`config.mk`:
```
export PLATFORM = sky130hd
export DESIGN_NAME = dma2_pair
export DESIGN_NICKNAME = d
export VERILOG_FILES = /design/src/rtl/dma2_pkg.sv /design/src/rtl/dma2_chan.sv /design/src/rtl/dma2_arb.sv /design/src/rtl/dma2_eng.sv /design/src/rtl/dma2_pair.sv
export SDC_FILE = /design/constraint.sdc
export NUM_CORES = 1
export LEC_CHECK = 0
export ABC_AREA = 1
export BUFFER_PORTS_ARGS = -buffer_cell sky130_fd_sc_hd__clkbuf_2
export CAP_MARGIN = 20
export CORE_ASPECT_RATIO = 0.7
export CORE_MARGIN = 5
export CORE_UTILIZATION = 50
export DETAILED_ROUTE_END_ITERATION = 6
export MAX_ROUTING_LAYER = met4
export PLACE_DENSITY = 0.67
export SYNTH_ARGS = -nofsm -noshare
export SYNTH_HDL_FRONTEND = slang
export SYNTH_SLANG_ARGS = --single-unit
```
`constraint.sdc`:
```
create_clock -name clk -period 1.9 [get_ports clk]
set_input_delay 0.38 -clock clk [delete_from_list [all_inputs] [get_ports clk]]
set_output_delay 0.38 -clock clk [all_outputs]
set_load 0.02 [all_outputs]
```
`src/rtl/dma2_pkg.sv`:
```
package dma2_pkg;
    localparam int NCH    = 2;
    localparam int ADDR_W = 16;
    localparam int CNT_W  = 16;
    localparam int DATA_W = 8;
    localparam int REG_W  = 16;
    localparam int CH_W   = $clog2(NCH);

    localparam logic [2:0] SEL_SRC  = 3'd0;
    localparam logic [2:0] SEL_DST  = 3'd1;
    localparam logic [2:0] SEL_CNT  = 3'd2;
    localparam logic [2:0] SEL_REP  = 3'd3;
    localparam logic [2:0] SEL_CTL  = 3'd4;
    localparam logic [2:0] SEL_MODE = 3'd7;

    typedef enum logic [1:0] {
        ST_IDLE = 2'd0,
        ST_BUSY = 2'd1,
        ST_DONE = 2'd2,
        ST_ERR  = 2'd3
    } stat_e;

    typedef enum logic [1:0] {
        E_IDLE = 2'd0,
        E_RD   = 2'd1,
        E_WR   = 2'd2
    } eng_e;

    // control word, bit 0 is the enable
    typedef struct packed {
        logic wipe;
        logic dst_rld;
        logic src_rld;
        logic dst_dec;
        logic src_dec;
        logic en;
    } ctl_t;

    function automatic ctl_t ctl_from_word(input logic [5:0] w);
        ctl_t c;
        c = ctl_t'(w);
        return c;
    endfunction

    function automatic logic [ADDR_W-1:0] step_addr(input logic [ADDR_W-1:0] a,
                                                     input logic dec);
        return dec ? a - ADDR_W'(1) : a + ADDR_W'(1);
    endfunction
endpackage

```
`src/rtl/dma2_chan.sv`:
```
module dma2_chan
    import dma2_pkg::*;
#(
    parameter int AW = ADDR_W,
    parameter int CW = CNT_W,
    parameter int RW = REG_W
) (
    input  logic          clk,
    input  logic          rst,
    input  logic          wr_en,
    input  logic [2:0]    wr_sel,
    input  logic [RW-1:0] wr_data,
    input  logic          trig,
    input  logic          dbuf_on,
    input  logic          partner_fin,
    input  logic          byte_done,
    output stat_e         st,
    output logic [AW-1:0] src_q,
    output logic [AW-1:0] dst_q,
    output logic          fin
);
    localparam logic [CW-1:0] ONE_C = CW'(1);

    logic [AW-1:0] cfg_src, cfg_dst;
    logic [CW-1:0] cfg_cnt, cfg_rep, w_cnt, w_rep;
    ctl_t          ctl, wctl;
    logic          busy, is_ctl, abort, soft_rst, start, last_byte;
    logic [AW-1:0] nxt_src, nxt_dst;

    assign wctl      = ctl_from_word(wr_data[5:0]);
    assign busy      = (st == ST_BUSY);
    assign is_ctl    = wr_en && (wr_sel == SEL_CTL);
    assign abort     = busy && is_ctl && !wctl.en;
    assign soft_rst  = !busy && is_ctl && wctl.wipe;
    assign start     = !busy && trig && ctl.en && (cfg_cnt != '0);
    assign last_byte = (w_cnt == ONE_C);
    assign nxt_src   = AW'(step_addr(ADDR_W'(src_q), ctl.src_dec));
    assign nxt_dst   = AW'(step_addr(ADDR_W'(dst_q), ctl.dst_dec));

    always_ff @(posedge clk) begin
        fin <= 1'b0;
        if (rst || soft_rst) begin
            cfg_src <= '0;
            cfg_dst <= '0;
            cfg_cnt <= '0;
            cfg_rep <= '0;
            ctl     <= '0;
            src_q   <= '0;
            dst_q   <= '0;
            w_cnt   <= '0;
            w_rep   <= '0;
            st      <= ST_IDLE;
        end else begin
            // settings change only while the channel is not moving data
            if (wr_en && !busy) begin
                case (wr_sel)
                    SEL_SRC: cfg_src <= wr_data[AW-1:0];
                    SEL_DST: cfg_dst <= wr_data[AW-1:0];
                    SEL_CNT: cfg_cnt <= wr_data[CW-1:0];
                    SEL_REP: cfg_rep <= wr_data[CW-1:0];
                    SEL_CTL: begin
                        ctl      <= wctl;
                        ctl.wipe <= 1'b0;
                    end
                    default: ;
                endcase
            end

            if (abort) begin
                st     <= ST_ERR;
                ctl.en <= 1'b0;
            end else if (busy && byte_done) begin
                if (last_byte) begin
                    src_q <= ctl.src_rld ? cfg_src : nxt_src;
                    dst_q <= ctl.dst_rld ? cfg_dst : nxt_dst;
                    if (w_rep != '0) begin
                        w_rep <= w_rep - ONE_C;
                        w_cnt <= cfg_cnt;
                    end else begin
                        w_cnt <= '0;
                        st    <= ST_DONE;
                        fin   <= 1'b1;
                    end
                end else begin
                    src_q <= nxt_src;
                    dst_q <= nxt_dst;
                    w_cnt <= w_cnt - ONE_C;
                end
            end else if (start) begin
                src_q <= cfg_src;
                dst_q <= cfg_dst;
                w_cnt <= cfg_cnt;
                w_rep <= cfg_rep;
                st    <= ST_BUSY;
            end

            if (dbuf_on && partner_fin) begin
                ctl.en <= 1'b1;
            end
        end
    end
endmodule

```
`src/rtl/dma2_arb.sv`:
```
module dma2_arb
    import dma2_pkg::*;
(
    input  logic [NCH-1:0]  req,
    input  logic [CH_W-1:0] last,
    output logic [CH_W-1:0] pick,
    output logic            any
);
    // two requesters: the one not served last wins a tie
    always_comb begin
        any = |req;
        if (req[0] && req[1]) begin
            pick = ~last;
        end else begin
            pick = req[1] ? CH_W'(1) : CH_W'(0);
        end
    end
endmodule

```
`src/rtl/dma2_eng.sv`:
```
module dma2_eng
    import dma2_pkg::*;
#(
    parameter int AW = ADDR_W,
    parameter int DW = DATA_W
) (
    input  logic                   clk,
    input  logic                   rst,
    input  logic [NCH-1:0]         busy,
    input  logic [NCH-1:0][AW-1:0] src_vec,
    input  logic [NCH-1:0][AW-1:0] dst_vec,
    input  logic [CH_W-1:0]        pick,
    input  logic                   any,
    output logic [CH_W-1:0]        last,
    output logic                   mem_req,
    output logic                   mem_we,
    output logic [AW-1:0]          mem_addr,
    output logic [DW-1:0]          mem_wdata,
    input  logic [DW-1:0]          mem_rdata,
    input  logic                   mem_ready,
    output logic [NCH-1:0]         byte_done
);
    eng_e            es;
    logic [CH_W-1:0] cur;
    logic [DW-1:0]   hold;
    logic            live;

    assign live = busy[cur];

    always_comb begin
        mem_req   = (es != E_IDLE) && live;
        mem_we    = (es == E_WR);
        mem_addr  = (es == E_WR) ? dst_vec[cur] : src_vec[cur];
        mem_wdata = hold;
        byte_done = '0;
        if ((es == E_WR) && live && mem_ready) begin
            byte_done[cur] = 1'b1;
        end
    end

    always_ff @(posedge clk) begin
        if (rst) begin
            es   <= E_IDLE;
            cur  <= '0;
            last <= CH_W'(NCH - 1);
            hold <= '0;
        end else begin
            case (es)
                E_IDLE: begin
                    if (any) begin
                        cur <= pick;
                        es  <= E_RD;
                    end
                end
                E_RD: begin
                    if (!live) begin
                        es <= E_IDLE;
                    end else if (mem_ready) begin
                        hold <= mem_rdata;
                        es   <= E_WR;
                    end
                end
                E_WR: begin
                    if (!live) begin
                        es <= E_IDLE;
                    end else if (mem_ready) begin
                        last <= cur;
                        es   <= E_IDLE;
                    end
                end
                default: es <= E_IDLE;
            endcase
        end
    end
endmodule

```
`src/rtl/dma2_pair.sv`:
```
module dma2_pair
    import dma2_pkg::*;
#(
    parameter int AW = ADDR_W,
    parameter int CW = CNT_W,
    parameter int DW = DATA_W,
    parameter int RW = REG_W
) (
    input  logic          clk,
    input  logic          rst,
    input  logic          cfg_we,
    input  logic          cfg_ch,
    input  logic [2:0]    cfg_sel,
    input  logic [RW-1:0] cfg_wdata,
    input  logic [1:0]    trig,
    output logic          mem_req,
    output logic          mem_we,
    output logic [AW-1:0] mem_addr,
    output logic [DW-1:0] mem_wdata,
    input  logic [DW-1:0] mem_rdata,
    input  logic          mem_ready,
    output logic [1:0]    busy,
    output logic [1:0]    done,
    output logic [1:0]    err
);
    logic                   dbuf_on;
    logic [NCH-1:0]         fin, byte_done;
    logic [NCH-1:0][AW-1:0] src_vec, dst_vec;
    logic [CH_W-1:0]        pick, last;
    logic                   any;

    always_ff @(posedge clk) begin
        if (rst) begin
            dbuf_on <= 1'b0;
        end else if (cfg_we && (cfg_sel == SEL_MODE)) begin
            dbuf_on <= cfg_wdata[0];
        end
    end

    for (genvar g = 0; g < NCH; g++) begin : g_ch
        stat_e st;

        dma2_chan #(.AW(AW), .CW(CW), .RW(RW)) u_chan (
            .clk        (clk),
            .rst        (rst),
            .wr_en      (cfg_we && (cfg_ch == CH_W'(g))),
            .wr_sel     (cfg_sel),
            .wr_data    (cfg_wdata),
            .trig       (trig[g]),
            .dbuf_on    (dbuf_on),
            .partner_fin(fin[NCH-1-g]),
            .byte_done  (byte_done[g]),
            .st         (st),
            .src_q      (src_vec[g]),
            .dst_q      (dst_vec[g]),
            .fin        (fin[g])
        );

        assign busy[g] = (st == ST_BUSY);
        assign done[g] = (st == ST_DONE);
        assign err[g]  = (st == ST_ERR);
    end

    dma2_arb u_arb (
        .req (busy),
        .last(last),
        .pick(pick),
        .any (any)
    );

    dma2_eng #(.AW(AW), .DW(DW)) u_eng (
        .clk      (clk),
        .rst      (rst),
        .busy     (busy),
        .src_vec  (src_vec),
        .dst_vec  (dst_vec),
        .pick     (pick),
        .any      (any),
        .last     (last),
        .mem_req  (mem_req),
        .mem_we   (mem_we),
        .mem_addr (mem_addr),
        .mem_wdata(mem_wdata),
        .mem_rdata(mem_rdata),
        .mem_ready(mem_ready),
        .byte_done(byte_done)
    );
endmodule

```
==> impl_metrics.csv <==
group,metric,value,unit
logic_synthesis,synth_compound_area_share,14.77,%
placement,dp_hpwl,43330,um
logic_synthesis,syn_nets,2977,
power_and_ir_drop,switching_share,24.56,%
logic_synthesis,ys_top_cells_by_area,"dfxtp_1 33%, nand2_1 21%, a21oi_1 10%",
sta,setup_viol,81,
logic_synthesis,synthXorXnorAreaFrac,2.451,%
critical_path,slowest_stage,"dfxtp_2",
power_and_ir_drop,ir_drop,541.3,uV
finish,final_util,66.04,%
logic_synthesis,synthMuxAreaShare,0,%
critical_path,start_kind,"register",
critical_path,cpLargestDelayFamily,"buffers and inverters",
logic_synthesis,ys_seq_elements,285,
sta,slew_violations,0,
drt,vias,19733,
logic_synthesis,syn_area,17510,um^2
logic_synthesis,synth_edf_count,0,
sta,period_needed,2.284,ns
sta,hold_viol,0,
drt,ant_nets,0,
placement,place.gp.congestion,0.9878,
logic_synthesis,synth-simple-area-share,36.02,%
logic_synthesis,synthesis.instances,2875,
clocking,clkTransAtPathRegs,0.06,ns
logic_synthesis,synth_ff_type,"dfxtp_1",
critical_path,cp_num_buf_inv,5,
power_and_ir_drop,p_int,9.519,mW
finish,fin_cells,3584,
global_route,grt_usage,29.96,%
min_path,hold_path_depth,3,
logic_synthesis,ys_types,40,
critical_path,r2r_cells,12,
clocking,htreeDepth,1,
critical_path,slowest_delay,0.32,ns
critical_path,path_class,"reg2out",
sta,worst_slew_pin_slew,0.5367,ns
die,ios,66,
global_route,grt_pass1_wl,92280,um
logic_synthesis,yosys_warnings,0,
sta,relSlewSlack,64.22,%
critical_path,worst-path-stages,8,
clocking,cts_tree,"done",
finish,stdcell_area,22890,um^2
die,die-area,38920,um^2
logic_synthesis,synth_top_area_share,32.59,%
die,die_h,166.6,um
power_and_ir_drop,p_per_area,551.3,nW/um^2
die,core,34660,um^2
clocking,cts.path.max_buffers,3,
critical_path,crit_chain,"inv_2, nand2_4, buf_6, inv_8, buf_16, a21oi_1, a22oi_2, clkbuf_8",
placement,place_area,19560,um^2
power_and_ir_drop,pwr-share-seq,48.0,%
global_route,gr-total-overflow,0,
sta,finalCritPeriodShare,120.2,%
clocking,cts.sink_count,285,
finish,area_growth_syn_to_layout,30.75,%
logic_synthesis,synth_fa_ha_area_share,5.031,%
power_and_ir_drop,pwr-share-clk,46.1,%
flow_run,maxCapViolations,0,
sta,grt_setup_unrepaired,"true",
logic_synthesis,avgSynthCellArea,6.089,um^2
drt,drtIter0Drc,2246,
logic_synthesis,async_reset_ff_share,0,%
critical_path,cp.arrival,1.90,ns
global_route,antenna_found_initial,0,
power_and_ir_drop,switchingPower,3.099,mW
logic_synthesis,yosys.area.top_type,"dfxtp_1",
die,fp.dieW,233.7,um
logic_synthesis,synth_top_family_by_area,"simple AND/OR/NAND/NOR gates",
min_path,hold_path_class,"in2reg",
power_and_ir_drop,p_leak,10.21,nW
logic_synthesis,yosysMostFrequentCell,"nand2_1",
clocking,cts_buffers,30,
global_route,grt_pass1_vias,17314,
sta,layout_setup_ws,-0.3842,ns
finish,antennaDiodeCount,0,
critical_path,cp-end-kind,"output port",
power_and_ir_drop,pwr-share-comb,5.9,%
critical_path,cp.required,1.52,ns
placement,place_ws,-0.08657,ns
finish,nets,3190,
critical_path,worstPathMaxFanout,4,
outcome,outcome,"finished with violations",
drt,vias_per_cell,5.506,
global_route,grt_max_degree,38,
placement,place_inst,3471,
logic_synthesis,synth-seq-area-share,32.59,%
drt,wl_per_cell,17.67,um
logic_synthesis,synth_common_cells,"960 x nand2_1, 357 x a21oi_1, 348 x nor2_1",
clocking,insertion_delay,0.59,ns
finish,drive_gt1_share,19.83,%
placement,io_buffer_count,65,
clocking,root_buffer,"clkbuf_16",
drt,drc,1,
outcome,violations,"DRC, setup timing",
sta,finalClockSkew,0.02907,ns
die,initial_core_util,50.51,%
die,rows,57,
sta,fmax,437.8,MHz
drt,wirelength,63330,um
drt,dr.pass1.iters,7,
[worst register-to-register path, delay by kind of cell, from the launching register on]
kind / cells / cell delay (ns)
AO/OA/AOI/OAI: 3 / 0.50
buffers and inverters: 7 / 0.91
flip-flops: 1 / 0.32
AND/OR/NAND/NOR: 2 / 0.20
[cell type report]
cell class	instances	area, um^2
Clock buffer	46	860.8
Tap cell	472	590.6
Timing Repair inverter	2	15.01
Fill cell	3076	11770
Multi-Input combinational cell	2182	11540
Timing Repair Buffer	297	2932
Clock inverter	10	88.84
Inverter	290	1131
Sequential cell	285	5728
[cell families after synthesis]
kind of cell	Yosys count
XOR/XNOR	49
AND/OR/NAND/NOR	1564
AO/OA/AOI/OAI	501
flip-flops	285
adder cells (fa/ha/maj)	68
buffers and inverters	408
[power by group through the flow]
stage	clock network [mW]	registers (mW)	logic, mW
6_report	5.81	6.05	0.751
5_1_grt	6.09	6.05	0.798
4_1_cts	5.83	6.05	0.687
3_5_place_dp	0	6.19	0.678
3_3_place_gp	0	6.19	0.667
2_1_floorplan	0	6.18	0.371
[worst paths after layout]
path	start	end	slack, ns
setup reg to reg	u_eng.es[0]	g_ch[1].u_chan.dst_q[15]	-0.12
hold / removal	mem_rdata[1]	u_eng.mem_wdata[1]	0.05
setup / recovery	u_eng.es[0]	mem_addr[8]	-0.38
hold reg to reg	g_ch[1].u_chan.cfg_rep[4]	g_ch[1].u_chan.cfg_rep[4]	0.46
[per-stage QoR]
step                      hold slack (ns)  setup TNS [ns]  total power, mW
after global placement             0.4440         -0.2601            6.853
after floorplan                    0.4290        -0.02896            6.548
after CTS                         0.02345          -5.641            12.57
after global routing              0.06114          -16.65            12.94
final                             0.04760          -8.109            12.62
after detailed placement           0.4506          -2.011            6.865
[cells in the final DEF, fill, tap and decap left out, drive strengths merged, types with 7 or more instances in the layout]
cell type and instances:
inv 288, dfxtp 285, a21oi 358, a22oi 15, clkbuf 116, nand4 20, clkinv 8, nor3 20
nand3 183, o21ai 113, xor2 32, or2 7, ha 64, nor2 354, buf 226, nand2 967
xnor2 17
[state kept, by name, summed over array words and instances (netlist names), 32 cells and up]
register and flops:
g_ch.u_chan.src_q 32, g_ch.u_chan.cfg_rep 32, g_ch.u_chan.cfg_src 32, g_ch.u_chan.w_rep 32, g_ch.u_chan.cfg_cnt 32, g_ch.u_chan.cfg_dst 32, g_ch.u_chan.w_cnt 32, g_ch.u_chan.dst_q 32
[layer usage]
layer  part of all wire (%)  wire length (um)  track usage [%]
met5                      0                 0                -
met4                    2.6              1629            7.298
met3                    8.8              5574            5.310
met2                     43             27250            42.93
met1                     46             28870            43.84
[repair_timing]
action | CTS | global route
hold buffers | 1 | 0
setup endpoints to repair | 41 | 181
gates resized for setup | 126 | 281
pin swaps | 14 | 50
setup buffers | 9 | 30
hold endpoints to repair | 3 | 0
cloned | 5 | 14
(Power assumes the default switching activity.)
